--- config.mk ---
export PLATFORM = sky130hd
export DESIGN_NAME = phy_bringup_seq
export DESIGN_NICKNAME = d
export VERILOG_FILES = /design/src/rtl/phy_seq_pkg.sv /design/src/rtl/phy_seq_timer.sv /design/src/rtl/phy_seq_count.sv /design/src/rtl/phy_seq_ctrl.sv /design/src/rtl/phy_bringup_seq.sv
export SDC_FILE = /design/constraint.sdc
export NUM_CORES = 1
export LEC_CHECK = 0
export ABC_AREA = 1
export BUFFER_PORTS_ARGS = -buffer_cell sky130_fd_sc_hd__buf_2
export CAP_MARGIN = 10
export CORE_MARGIN = 2
export CORE_UTILIZATION = 45
export CTS_CLUSTER_DIAMETER = 80
export DETAILED_ROUTE_END_ITERATION = 6
export PLACE_DENSITY = 0.7
export SYNTH_ARGS = -nofsm -noshare
export SYNTH_HDL_FRONTEND = slang
export SYNTH_SLANG_ARGS = --single-unit
--- constraint.sdc ---
create_clock -name clk_i -period 3 [get_ports clk_i]
set_input_delay 0.3 -clock clk_i [delete_from_list [all_inputs] [get_ports clk_i]]
set_output_delay 0.3 -clock clk_i [all_outputs]
set_load 0.005 [all_outputs]
--- src/rtl/phy_seq_pkg.sv ---
package phy_seq_pkg;
  typedef enum logic [3:0] {
    S_IDLE, S_RST_WR, S_RST_WAIT, S_RST_RD, S_MSK_WR, S_ADV_WR, S_ADV_WAIT,
    S_LOOP, S_ANEG_WR, S_ANEG_WAIT, S_STAT_RD, S_STAT_WAIT
  } seq_state_e;

  localparam logic [4:0]  REG_CTRL  = 5'd0;
  localparam logic [4:0]  REG_STAT  = 5'd1;
  localparam logic [4:0]  REG_ADV   = 5'd4;
  localparam logic [4:0]  REG_IMASK = 5'd19;

  localparam logic [15:0] VAL_RESET   = 16'h8000;
  localparam logic [15:0] VAL_IMASK   = 16'h3FC0;
  localparam logic [15:0] VAL_ADV     = 16'h01E1;
  localparam logic [15:0] VAL_RESTART = 16'h1200;

  localparam int CTRL_RST_BIT  = 15;
  localparam int STAT_DONE_BIT = 5;
endpackage

--- src/rtl/phy_seq_timer.sv ---
module phy_seq_timer #(
  parameter int WAIT_TICKS = 63
) (
  input  logic clk_i,
  input  logic rst_ni,
  input  logic run_i,
  input  logic tick_i,
  output logic expire_o
);
  localparam int TW = $clog2(WAIT_TICKS + 1);
  logic [TW-1:0] cnt_q;

  always_ff @(posedge clk_i or negedge rst_ni) begin
    if (!rst_ni)      cnt_q <= '0;
    else if (!run_i)  cnt_q <= '0;
    else if (tick_i)  cnt_q <= cnt_q + 1'b1;
  end

  assign expire_o = run_i && tick_i && (cnt_q == TW'(WAIT_TICKS - 1));
endmodule

--- src/rtl/phy_seq_count.sv ---
module phy_seq_count #(
  parameter int W = 4
) (
  input  logic         clk_i,
  input  logic         rst_ni,
  input  logic         clr_i,
  input  logic         inc_i,
  output logic [W-1:0] cnt_o
);
  always_ff @(posedge clk_i or negedge rst_ni) begin
    if (!rst_ni)     cnt_o <= '0;
    else if (clr_i)  cnt_o <= '0;
    else if (inc_i)  cnt_o <= cnt_o + 1'b1;
  end
endmodule

--- src/rtl/phy_seq_ctrl.sv ---
module phy_seq_ctrl
  import phy_seq_pkg::*;
#(
  parameter int RST_RETRIES    = 3,
  parameter int RESTART_PERIOD = 128,
  parameter int POLL_LIMIT     = 1024,
  parameter int KW             = 3,
  parameter int IW             = 11
) (
  input  logic          clk_i,
  input  logic          rst_ni,
  input  logic          start_i,
  input  logic          mgmt_done_i,
  input  logic [15:0]   mgmt_rdata_i,
  input  logic          wait_exp_i,
  input  logic [KW-1:0] rst_k_i,
  input  logic [IW-1:0] iter_n_i,
  output logic          mgmt_req_o,
  output logic          mgmt_we_o,
  output logic [4:0]    mgmt_reg_o,
  output logic [15:0]   mgmt_wdata_o,
  output logic          wait_run_o,
  output logic          k_clr_o,
  output logic          k_inc_o,
  output logic          n_clr_o,
  output logic          n_inc_o,
  output logic          busy_o,
  output logic          done_o,
  output logic          link_up_o,
  output logic          fail_o
);
  seq_state_e state_q, state_d;
  logic set_fail, set_link, start_go, restart_hit;

  logic unused_rdata;
  assign unused_rdata = ^{mgmt_rdata_i[14:6], mgmt_rdata_i[4:0]};

  generate
    if (RESTART_PERIOD == 1) begin : g_every
      assign restart_hit = 1'b1;
    end else begin : g_mod
      localparam int RW = $clog2(RESTART_PERIOD);
      assign restart_hit = (iter_n_i[RW-1:0] == '0);
    end
  endgenerate

  assign start_go = start_i && (state_q == S_IDLE);

  always_comb begin
    mgmt_req_o = 1'b0; mgmt_we_o = 1'b0; mgmt_reg_o = '0; mgmt_wdata_o = '0;
    unique case (state_q)
      S_RST_WR:  begin mgmt_req_o = 1'b1; mgmt_we_o = 1'b1; mgmt_reg_o = REG_CTRL;  mgmt_wdata_o = VAL_RESET;   end
      S_RST_RD:  begin mgmt_req_o = 1'b1;                   mgmt_reg_o = REG_CTRL;                             end
      S_MSK_WR:  begin mgmt_req_o = 1'b1; mgmt_we_o = 1'b1; mgmt_reg_o = REG_IMASK; mgmt_wdata_o = VAL_IMASK;   end
      S_ADV_WR:  begin mgmt_req_o = 1'b1; mgmt_we_o = 1'b1; mgmt_reg_o = REG_ADV;   mgmt_wdata_o = VAL_ADV;     end
      S_ANEG_WR: begin mgmt_req_o = 1'b1; mgmt_we_o = 1'b1; mgmt_reg_o = REG_CTRL;  mgmt_wdata_o = VAL_RESTART; end
      S_STAT_RD: begin mgmt_req_o = 1'b1;                   mgmt_reg_o = REG_STAT;                             end
      default: ;
    endcase
  end

  assign wait_run_o = (state_q == S_RST_WAIT) || (state_q == S_ADV_WAIT) ||
                      (state_q == S_ANEG_WAIT) || (state_q == S_STAT_WAIT);
  assign busy_o = (state_q != S_IDLE);

  always_comb begin
    state_d = state_q;
    set_fail = 1'b0; set_link = 1'b0;
    k_inc_o = 1'b0; n_inc_o = 1'b0;
    k_clr_o = start_go; n_clr_o = start_go;
    unique case (state_q)
      S_IDLE:     if (start_go) state_d = S_RST_WR;
      S_RST_WR:   if (mgmt_done_i) state_d = S_RST_WAIT;
      S_RST_WAIT: if (wait_exp_i) state_d = S_RST_RD;
      S_RST_RD:
        if (mgmt_done_i) begin
          if (!mgmt_rdata_i[CTRL_RST_BIT]) state_d = S_MSK_WR;
          else if (rst_k_i > KW'(RST_RETRIES)) begin
            state_d = S_IDLE; set_fail = 1'b1;
          end else begin
            k_inc_o = 1'b1; state_d = S_RST_WAIT;
          end
        end
      S_MSK_WR:   if (mgmt_done_i) state_d = S_ADV_WR;
      S_ADV_WR:   if (mgmt_done_i) state_d = S_ADV_WAIT;
      S_ADV_WAIT: if (wait_exp_i) state_d = S_LOOP;
      S_LOOP:
        if (iter_n_i >= IW'(POLL_LIMIT)) begin
          state_d = S_IDLE; set_fail = 1'b1;
        end else if (restart_hit) state_d = S_ANEG_WR;
        else state_d = S_STAT_RD;
      S_ANEG_WR:   if (mgmt_done_i) state_d = S_ANEG_WAIT;
      S_ANEG_WAIT: if (wait_exp_i) state_d = S_STAT_RD;
      S_STAT_RD:
        if (mgmt_done_i) begin
          if (mgmt_rdata_i[STAT_DONE_BIT]) begin
            state_d = S_IDLE; set_link = 1'b1;
          end else state_d = S_STAT_WAIT;
        end
      S_STAT_WAIT:
        if (wait_exp_i) begin
          n_inc_o = 1'b1; state_d = S_LOOP;
        end
      default: state_d = S_IDLE;
    endcase
  end

  always_ff @(posedge clk_i or negedge rst_ni) begin
    if (!rst_ni) begin
      state_q <= S_IDLE;
      done_o <= 1'b0; link_up_o <= 1'b0; fail_o <= 1'b0;
    end else begin
      state_q <= state_d;
      if (start_go) begin
        done_o <= 1'b0; link_up_o <= 1'b0; fail_o <= 1'b0;
      end else if (set_fail) begin
        done_o <= 1'b1; fail_o <= 1'b1;
      end else if (set_link) begin
        done_o <= 1'b1; link_up_o <= 1'b1;
      end
    end
  end
endmodule

--- src/rtl/phy_bringup_seq.sv ---
module phy_bringup_seq #(
  parameter int WAIT_TICKS     = 63,
  parameter int RST_RETRIES    = 3,
  parameter int RESTART_PERIOD = 128,
  parameter int POLL_LIMIT     = 1024
) (
  input  logic        clk_i,
  input  logic        rst_ni,
  input  logic        start_i,
  input  logic        tick_i,
  output logic        mgmt_req_o,
  output logic        mgmt_we_o,
  output logic [4:0]  mgmt_reg_o,
  output logic [15:0] mgmt_wdata_o,
  input  logic        mgmt_done_i,
  input  logic [15:0] mgmt_rdata_i,
  output logic        busy_o,
  output logic        done_o,
  output logic        link_up_o,
  output logic        fail_o
);
  localparam int KW = $clog2(RST_RETRIES + 2);
  localparam int IW = $clog2(POLL_LIMIT + 1);

  logic wait_run, wait_exp, k_clr, k_inc, n_clr, n_inc;
  logic [KW-1:0] rst_k;
  logic [IW-1:0] iter_n;

  phy_seq_timer #(.WAIT_TICKS(WAIT_TICKS)) u_timer (
    .clk_i, .rst_ni, .run_i(wait_run), .tick_i, .expire_o(wait_exp)
  );

  phy_seq_count #(.W(KW)) u_rst_cnt (
    .clk_i, .rst_ni, .clr_i(k_clr), .inc_i(k_inc), .cnt_o(rst_k)
  );

  phy_seq_count #(.W(IW)) u_iter_cnt (
    .clk_i, .rst_ni, .clr_i(n_clr), .inc_i(n_inc), .cnt_o(iter_n)
  );

  phy_seq_ctrl #(
    .RST_RETRIES(RST_RETRIES), .RESTART_PERIOD(RESTART_PERIOD),
    .POLL_LIMIT(POLL_LIMIT), .KW(KW), .IW(IW)
  ) u_ctrl (
    .clk_i, .rst_ni, .start_i, .mgmt_done_i, .mgmt_rdata_i,
    .wait_exp_i(wait_exp), .rst_k_i(rst_k), .iter_n_i(iter_n),
    .mgmt_req_o, .mgmt_we_o, .mgmt_reg_o, .mgmt_wdata_o,
    .wait_run_o(wait_run), .k_clr_o(k_clr), .k_inc_o(k_inc),
    .n_clr_o(n_clr), .n_inc_o(n_inc),
    .busy_o, .done_o, .link_up_o, .fail_o
  );
endmodule

**Word level (Yosys, flattened, before mapping)**

Index checks and enable logic that the tools add are counted.

- Equal/unequal tests: 24
- Reductions and logical operators: 19
- Mux-type cells: 47
- Magnitude comparators: 2
- $add $sub $neg: 3

Operators with widths:

| cell | count |
|---|---|
| one-hot mux 16 bit (4 select lines) | 1 |
| 2-to-1 mux 4 bit | 13 |
| one-hot mux 4 bit (11 select lines) | 1 |
| 2-to-1 mux 1 bit | 22 |
| 2-to-1 mux 11 bit | 2 |
| inequality test 2 bit (second input constant) | 9 |
| equality test 4 x 3 -> 1 bit (second input constant) | 4 |
| equality test 4 bit (second input constant) | 4 |
| one-hot mux 5 bit (3 select lines) | 1 |
| 2-to-1 mux 6 bit | 2 |
| adder 11 x 1 -> 11 bit (second input constant) | 1 |
| greater-or-equal comparator 11 bit (second input constant) | 1 |
| AND reduction 10 bit | 1 |
| equality test 4 x 2 -> 1 bit (second input constant) | 2 |
| nonzero test 2 bit | 4 |
| zero test 7 bit | 1 |
| adder 6 x 1 -> 6 bit (second input constant) | 1 |
| equality test 6 bit (second input constant) | 1 |
| 2-to-1 mux 3 bit | 2 |
| inequality test 2 x 1 -> 1 bit (second input constant) | 3 |
| OR reduction 6 bit | 1 |
| equality test 4 x 1 -> 1 bit (second input constant) | 1 |
| zero test 4 bit | 1 |
| 2-to-1 mux 2 bit | 2 |
| 10 further kinds | 14 |

- Word-level logic and storage cells: 102
- Output and inout bits: 27
- Input bits: 21
- Flip-flop bits (word level): 27

**Depth between registers and ports, before layout**

Gate-level depths: netlist (run 1).

- Depth in word-level cells: 10
- Gate-level depth with buffers: 11
- Mapped depth without buffers: 11

**By module**

Synthesis (run 1) repeated with hierarchy kept, for this count alone.

- Cell total of the unflattened synthesis: 260
- Area total of the unflattened synthesis: 1844.3 µm²

Modules (own cells, without submodules):

| module | cells each | area each (µm²) | instances |
|---|---|---|---|
| phy_seq_ctrl | 122 | 768.2 | 1 |
| phy_seq_count at u_iter_cnt | 82 | 606.8 | 1 |
| phy_seq_timer | 39 | 326.6 | 1 |
| phy_seq_count at u_rst_cnt | 17 | 142.6 | 1 |

**Least setup slack after synthesis (run 1)**

No wires, ideal clock.

- Kind: flip-flop to flip-flop
- From: reg u_rst_cnt.cnt_o[0]
- To: reg u_rst_cnt.cnt_o[0]
- Period minus slack after synthesis: 1366 ps
- Stages on the path, launching flop included: 10
- Data arrival time: 1289 ps
- Data required time: 2924 ps
- Path slack: 1634 ps
- Buffers on the path: 0
- Path through: dfrtp_1 > ha_1 > ha_1 > a21oi_1 > nor2_2 > nand2_1 > nand2_1 > inv_2 > nand2_1 > o21ai_1

- Cells in the longest elaborated chain, start to end: 6
- Elaborated cells on any way between the ends: 9
- Classes of those cells: add/sub (1); order compare (1); mux (6); reduce/logical (1)

RTL lines:

| element | RTL line | RTL |
|---|---|---|
| from (decl) | phy_seq_count.sv:8 | `output logic [W-1:0] cnt_o` |
| from (signal assigned) | phy_seq_count.sv:13 | `else if (inc_i) cnt_o <= cnt_o + 1'b1;` |
| greater-than comparator 3 x 2 -> 1 bit | phy_seq_ctrl.sv:78 | `else if (rst_k_i > KW'(RST_RETRIES)) begin` |
| 2-to-1 mux 1 bit | phy_seq_ctrl.sv:78 |  |
| 2-to-1 mux 1 bit | phy_seq_ctrl.sv:77 | `if (!mgmt_rdata_i[CTRL_RST_BIT]) state_d = S_MSK_WR;` |
| 2-to-1 mux 1 bit | phy_seq_ctrl.sv:76 | `if (mgmt_done_i) begin` |
| 2-to-1 mux 1 bit | phy_seq_ctrl.sv:71 | `unique case (state_q)` |
| nonzero test 2 bit (no source line) | n/a |  |

Parallel ways exist; a longest one is shown, timed or not. The select of a mux whose other input is x is not followed.
A chain may end at the register's enable or synchronous reset.

**Worst setup path after layout (run 1)**

- From: reg u_timer.cnt_q[0]
- To: reg u_iter_cnt.cnt_o[10]

- Cells in the longest elaborated chain, start to end: 5

RTL lines:

| element | RTL line | RTL |
|---|---|---|
| from (decl) | phy_seq_timer.sv:11 | `logic [TW-1:0] cnt_q;` |
| from (signal assigned) | phy_seq_timer.sv:16 | `else if (tick_i) cnt_q <= cnt_q + 1'b1;` |
| equality test 6 bit | phy_seq_timer.sv:19 | `assign expire_o = run_i && tick_i && (cnt_q == TW'(WAIT_TICKS - 1));` |
| logical AND 1 bit | phy_seq_timer.sv:19 |  |
| 2-to-1 mux 1 bit | phy_seq_ctrl.sv:101 | `if (wait_exp_i) begin` |
| 2-to-1 mux 1 bit | phy_seq_ctrl.sv:71 |  |
| nonzero test 2 bit (no source line) | n/a |  |
| to (signal assigned) | phy_seq_count.sv:13 |  |
| to (decl) | phy_seq_count.sv:8 |  |

Every way passes these cells.

==> run summary, run 1 <==
- completed — run status
- 0 — max-slew violation total from the final report
- 58.8% — headroom to the max-slew limit
- 266 — Mapped Cells
- 0.00238 ns — worst clock skew on the final layout
- flip-flop — startpoint class of the critical path
- 0 — number of enable-type register cells in the synthesized netlist
- 935 um2 — area occupied by multi-input gates
- 2900 um — sum of net half-perimeters after detailed placement
- 1,449 — number of global-route vias before repair
- 0.09 ns — clock-pin slew on the worst setup and hold paths
- done — clock tree from TritonCTS
- in -> async — HP Class
- 0.880 — final weighted congestion of routability-driven global placement
- 548 MHz — top achievable clock speed
- 68.6 um — overall die height
- 44.0% — switching fraction of total power
- 1.20 ns — post-placement worst setup slack
- 1,668 — detailed-route via count
- 17.8% — Global Route Usage Sum
- 46.9% — starting density of the core
- 11 — cells on worst reg2reg path
- reg -> reg — path type of the worst setup path
- 0 — overflow left after global routing
- 36.0% — area fraction of the dominant cell type after synthesis
- 11 — worst-path fanout max
- 1950 um2 — dpl cell area
- flip-flop — endpoint type of the worst setup path
- 0.27 ns — clock latency at the later pin of the worst-skew pair
- false — RSZ-0062 raised after global routing
- 1.99 ns — signal arrival time at the worst endpoint
- 23 — std cell rows
- 0 — count of unresolved DRC violations after routing
- 135 — violation count after the first detailed-route iteration
- 1.18 ns — post-route setup slack
- 50.0% — post-route core utilization
- 0 — Warnings, synthesis
- 634 nW/um2 — power density normalized to cell area
- clkbuf_8 — root buffer selected by CTS
- 3.16 ns — required time reported for the critical path endpoint
- 0 — max cap viols
- 0 — hold buffer count at CTS
- 0 ns — Setup Total Neg Slack
- 1.06 nW — standby leakage power
- 1 — H-tree lvl count
- 100% — Post-synth ARST share
- nand2_1 (66), inv_1 (32), nor2_1 (29) — top cells by instance count after synthesis
- 0 — remaining antenna violation count after routing
- 0.710 mW — Internal Pwr Total
- 0 — number of hold-slack violations in the final timing report
- u_timer.cnt_q[0] — Reg-to-Reg Start
- dfrtp_1 — cell type with the highest aggregate area in the netlist
- 3790 um — routed wire length
- 335 — Finished Layout Cells
- 60.8% — period utilisation layout
- 0 — count of final setup violators
- 27 — Port-buffer cells
- 676 um2 — sequential standard cell area
- 0 — initial antenna violation count
- 47.6% — logic gate share of total power
- 7.05 um2 — average footprint of a synthesized cell
- 16.2% — proportion of power drawn by the clock network
- 3 — CTS Buf Count
- 68.6 um — Die W
- dfrtp_1 — dominant register cell in the synthesized netlist
- 36.2% — Reg power frac
- nand2_1 — top-count cell post-synth
- 1.82 ns — shortest period the worst path allows
- 0.290 mV — IR drop worst, VDD
- 11.3 um — per-cell routed wire length
- 20.7% — share of cells above drive strength 1
- 313 — final layout net count
- 6330 um — first-pass GRT wire length
- 27 — distinct cell type count of the synthesized netlist
- 1880 um2 — cell area after synthesis
- 0 — number of buffers added for setup after CTS
- 4.98 — routed via count divided by cell count
- 6.54% — Syn-to-layout area delta
- 4 — drt first pass iters
- 0.557 mW — switching power of the nets
- 36.0% — portion of the post-synthesis area used by sequential elements
- 28 — maximum number of pins on one net before global-route repair
- 2000 um2 — final design instance area without fill
- 4700 um2 — area of the die
- 27 — count of clock tree sinks
- 1.27 mW — post-layout power
- u_iter_cnt.cnt_o[10] — Worst R2R End
- 1.18 ns — Register-to-Register Setup Slack
- 0.618 ns — worst slew pin tran
- dfrtp_1 (36%), nand2_1 (13%), inv_1 (6.4%) — largest cells by area after synthesis
- 0 — quantity of gates resized following cts
- 4000 um2 — core region area
- 0 — Inserted Diodes
- 2 — maximum buffer depth of the clock tree
- 27 — Yosys reg bits
- 427 — Layout fillers
- 331 — placed insts
- 0.0349 ns — smallest hold slack
- 48 — number of top-level pins
-- layout make-up --
type / instances / share of cell area [%]
Timing Repair Buffer: 27 / 6.76
Inverter: 38 / 7.26
Clock buffer: 4 / 2.25
Tap cell: 50 / 3.13
Multi-Input combinational cell: 189 / 46.8
Sequential cell: 27 / 33.8
-- registers in the layout, summed over array words and instances, names as in the netlist --
name / flops
u_rst_cnt.cnt_o: 3
u_ctrl.state_q: 4
u_ctrl.done_o: 1
u_ctrl.fail_o: 1
u_timer.cnt_q: 6
u_iter_cnt.cnt_o: 11
u_ctrl.link_up_o: 1
-- metal layers --
layer,share of wire [%],GRT usage [%],vias up,wire [um]
met1,47,25.0,757,1800
met5,0,0,-,0
met3,5.5,1.95,4,207
li1,-,-,852,-
met4,1.1,6.50,0,42
met2,46,28.2,55,1750
-- worst max path at each step --
stage	from	endpoint	slack [ns]	cells past startpoint
2_1_floorplan	u_rst_cnt.cnt_o[0]	u_rst_cnt.cnt_o[0]	1.63	9
3_3_place_gp	u_timer.cnt_q[0]	u_iter_cnt.cnt_o[10]	1.22	11
3_5_place_dp	u_timer.cnt_q[0]	u_iter_cnt.cnt_o[8]	1.20	11
4_1_cts	u_timer.cnt_q[0]	u_iter_cnt.cnt_o[8]	1.18	11
5_1_grt	u_timer.cnt_q[0]	u_iter_cnt.cnt_o[8]	0.99	11
6_report	u_timer.cnt_q[0]	u_iter_cnt.cnt_o[10]	1.18	11
-- cells by family after synthesis --
family / after synthesis / share of synthesized area, %
AND/OR/NAND/NOR: 150 / 36.7
buffers and inverters: 55 / 15.1
flip-flops: 27 / 36.0
AO/OA/AOI/OAI: 26 / 7.47
adder cells (fa/ha/maj): 6 / 4.00
XOR/XNOR: 1 / 0.467
other: 1 / 0.200
-- layout by cell type, fill, tap and decap left out, types with 5 or more instances in the layout --
cell type | synthesis | layout
nor3_1 | 8 | 8
nand2_2 | 10 | 10
inv_2 | 5 | 5
inv_1 | 32 | 32
ha_1 | 6 | 6
nand3_1 | 15 | 15
dfrtp_1 | 27 | 27
a21oi_1 | 7 | 7
nor2_2 | 9 | 9
buf_2 | 0 | 27
nand2_1 | 66 | 66
conb_1 | 1 | 6
nor2_1 | 29 | 29
o21ai_0 | 11 | 11
nand4_1 | 8 | 8
-- power by group through the flow --
stage | logic [mW] | registers [mW] | clock network (mW)
floorplan | 0.497 | 0.444 | 0
global placement | 0.595 | 0.463 | 0
detailed placement | 0.602 | 0.464 | 0
CTS | 0.604 | 0.456 | 0.218
global route | 0.683 | 0.464 | 0.232
finish | 0.603 | 0.458 | 0.205
-- worst max-delay path: stages, from the launching register on --
cell and delay [ns]:
dfrtp_1 0.41, inv_1 0.08, ha_1 0.14, nand2_1 0.05, nor2_1 0.09, nand2_1 0.09, nor2_2 0.40, inv_2 0.13
nand2_2 0.12, inv_1 0.09, nand2_1 0.06, nand2_1 0.05
(Power assumes the default switching activity.)
==> inputs of run 2 (changes only) <==
Settings changed: ABC_AREA 1 to 0.
Clock period 3 ns to 1.7 ns, I/O delays scaled along.
==> run 2 against run 1 <==
The flow now finishes with violations (negative setup slack). Non-clock buffer count is 45 higher. Largest cell class unchanged. Register-to-register slack worse by 1.2 ns. Die area shrank 6.9%. Largest power group unchanged. Routed wire length increased by 11%. Core utilization grew 16 points. Area after synthesis shrank 7.3%. Setup slack worse by 1.2 ns. Total power rose to 2.7 times the previous value.
==> run summary, run 2 <==
- dfrtp_1 — dominant register cell in the synthesized netlist
- or4_4 — slowest cell on the critical path
- -0.0692 ns — post-placement worst setup slack, -1.27 ns
- 2 — crit path buf inv count, -1
- 27 — Yosys reg bits, unchanged
- 1.98 ns — signal arrival time at the worst endpoint, about the same
- 3.45 mW — post-layout power, +170%
- 2 — maximum buffer depth of the clock tree, unchanged
- 3 — CTS Buf Count, unchanged
- 14.0 um — per-cell routed wire length, +24%
- 569 MHz — top achievable clock speed, +3.8%
- u_iter_cnt.cnt_o — top register by number of flip-flops
- 4220 um — routed wire length, +11%
- flip-flop — endpoint type of the worst setup path
- 0 — max-slew violation total from the final report, unchanged
- 0 — Warnings, synthesis, unchanged
- u_timer.cnt_q[1] — end point of the most critical hold path
- 194 — Mapped Cells, -27%
- 100% — Post-synth ARST share, unchanged
- 2410 um2 — final design instance area without fill, +21%
- 1.76 ns — shortest period the worst path allows, -0.0668 ns
- 1.21 nW — standby leakage power, +14%
- 1.92 ns — required time reported for the critical path endpoint, -1.24 ns
- -0.125 ns — Setup Total Neg Slack, -0.125 ns
- simple AND/OR/NAND/NOR gates — Top Family by Delay on Critical Path
- buf_4 (37), buf_2 (27), nor2_1 (24), dfrtp_1 (24), nand2_1 (15) — commonest cells after routing, fill and taps aside
- 1430 nW/um2 — power density normalized to cell area, +130%
- 0.42 ns — Crit path largest cell delay, about the same
- 66.1 um — Die W, -3.5%
- dfrtp_1 — top-count cell post-synth
- -0.0571 ns — post-route setup slack, -1.23 ns
- 1 — H-tree lvl count, unchanged
- finished, violations left — run status
- 8 — cell count along the critical path, -3
- 5 — count of final setup violators, +5
- reg -> reg — path type of the worst setup path
- 281 — final layout net count, -10%
- 93 — violation count after the first detailed-route iteration, -31%
- 0 — number of enable-type register cells in the synthesized netlist, unchanged
- u_timer.cnt_q[0] — Critical Path Start
- dfrtp_1 (39%), buf_4 (6.0%), nor2_1 (5.4%) — largest cells by area after synthesis
- 3 — worst-path fanout max, -8
- done — clock tree from TritonCTS
- 38.9% — area fraction of the dominant cell type after synthesis, +2.9 points
- 47.1% — starting density of the core, +0.23 points
- 281 — placed insts, -15%
- 1,559 — detailed-route via count, -6.5%
- 2 — cell depth of the worst hold path
- 0.00533 ns — worst clock skew on the final layout, +0.00295 ns
- 1,376 — number of global-route vias before repair, -5.0%
- 27 — Port-buffer cells, unchanged
- inv_1 > ha_1 > nand4_1 > buf_4 > nor4_4 > nand4_4 > or4_4 > nand2_1 — CP cell instances
- u_iter_cnt.cnt_o (11), u_timer.cnt_q (6), u_ctrl.state_q (4) — largest registers ranked by flip-flop count
- true — RSZ-0062 raised after global routing
- 57.6% — headroom to the max-slew limit, -1.2 points
- buf_4 — leading cell type in the layout, fill and taps excluded
- 103% — period utilisation layout, +43 points
- 0 — Inserted Diodes, unchanged
- dfrtp_1 (27), nor2_1 (25), nand2_1 (16) — top cells by instance count after synthesis
- flip-flop — startpoint class of the critical path
- 38.9% — portion of the post-synthesis area used by sequential elements, +2.9 points
- u_iter_cnt.cnt_o[9] — Worst R2R End
- 0.826 — final weighted congestion of routability-driven global placement, -6.1%
- clkbuf_8 — root buffer selected by CTS
- 18.9% — Global Route Usage Sum, +1.1 points
- 0.28 ns — clock latency at the later pin of the worst-skew pair, about the same
- 28 — maximum number of pins on one net before global-route repair, unchanged
- 0 — overflow left after global routing, unchanged
- u_timer.cnt_q[0] — Reg-to-Reg Start
- 47 — distinct cell type count of the synthesized netlist, +74%
- 41.5% — share of cells above drive strength 1, +21 points
- 38.9% — Syn-to-layout area delta
- 0 — remaining antenna violation count after routing, unchanged
- 5.18 — routed via count divided by cell count, +4.0%
- 11 — Largest register FFs, unchanged
- negative setup slack — violations in the final reports
- dfrtp_1 — cell type with the highest aggregate area in the netlist
- 6440 um — first-pass GRT wire length, +1.7%
- 65.5% — post-route core utilization, +16 points
- 66.1 um — overall die height, -3.5%
- -0.06 ns — Register-to-Register Setup Slack, -1.23 ns
- 1740 um2 — cell area after synthesis, -7.3%
- 2070 um2 — dpl cell area, +6.1%
- tick_i — hold path startpoint
- 0 — number of hold-slack violations in the final timing report, unchanged
- 0 — count of unresolved DRC violations after routing, unchanged
- 3690 um2 — core region area, -7.8%
- 4380 um2 — area of the die, -6.9%
- 0 — max cap viols, unchanged
- 8.96 um2 — average footprint of a synthesized cell, +27%
- 27 — count of clock tree sinks, unchanged
- 0.635 ns — worst slew pin tran, +0.0173 ns
- in -> reg — HP Class
- 22 — std cell rows, -4.3%
- 301 — Finished Layout Cells, -10%
- 4 — drt first pass iters, unchanged
- 48 — number of top-level pins, unchanged
- 8 — cells on worst reg2reg path, -3
- 0 — initial antenna violation count, unchanged
- 0.10 ns — clock-pin slew on the worst setup and hold paths, about the same
- 0.178 ns — smallest hold slack, +0.143 ns
- 2850 um — sum of net half-perimeters after detailed placement, -1.5%
- 0.726 mV — IR drop worst, VDD, +150%
==> run 2: cell types whose count changed in the layout (fill, tap and decap cells not counted), sizes merged, moves of 7 or more <==
cell   delta
buf      +43
inv      -29
nand2    -62
nand3    -12
nor2     -13
o21ai     -7
xor2      +9
==> run 2: layer usage <==
| layer | vias up | GRT usage [%] | share of wire, % |
|---|---|---|---|
| met5 | - | 0 | 0 |
| met3 | 3 | 2.56 | 3.3 |
| met2 | 31 | 31.0 | 49 |
| li1 | 773 | - | - |
| met4 | 0 | 3.83 | 0.64 |
| met1 | 752 | 26.6 | 47 |
==> run 2: timing repair <==
| item | CTS | global route |
|---|---|---|
| endpoints found under the hold margin | 27 | 0 |
| resized for setup | 11 | 25 |
| cloned | 0 | 1 |
| pin swaps | 3 | 8 |
| setup endpoints to repair | 29 | 30 |
| buffers inserted | 6 | 9 |
| hold buffers | 1 | 0 |
==> run 2: layout make-up <==
| cell class | count | area [um2] |
|---|---|---|
| sequential | 27 | 679 |
| timing repair buffer | 72 | 551 |
| fill | 308 | 1270 |
| clock buffer | 3 | 41.3 |
| inverter | 10 | 41.3 |
| clock inverter | 1 | 5.00 |
| tap | 48 | 60.1 |
| multi-input combinational | 140 | 1040 |
==> run 2: report_power, final <==
group / switching, mW / internal, mW
Clock: 0.215 / 0.165
Sequential: 0.135 / 0.772
Combinational: 0.983 / 1.18
Total: 1.33 / 2.12
==> run 2: how the worst max path moves through the flow <==
stage               slack, ns             endpoint
detailed placement      -0.07    u_ctrl.state_q[2]
CTS                     -0.05  u_iter_cnt.cnt_o[9]
global route            -0.18  u_iter_cnt.cnt_o[8]
finish                  -0.06  u_iter_cnt.cnt_o[9]
floorplan               -0.14  u_iter_cnt.cnt_o[7]
global placement        -0.02   u_rst_cnt.cnt_o[1]
==> run 2: worst reg2reg max path, stage by stage (launching register included) <==
cell,delay (ns)
dfrtp_1,0.39
inv_1,0.06
ha_1,0.14
nand4_1,0.10
buf_4,0.16
nor4_4,0.21
nand4_4,0.12
or4_4,0.42
nand2_1,0.08
==> run 2: logic make-up (layout without fill, tap and decap cells) <==
group           after synthesis  in the layout  share of synthesized area (%)
simple gates                 78             78                           24.5
compound gates               37             37                           15.3
buf+inv                      32             86                           10.2
flops                        27             27                           38.9
xor+xnor                     12             12                           6.05
fa+ha+maj                     6              6                           4.32
other cells                   1              6                          0.216
mux                           1              1                          0.576
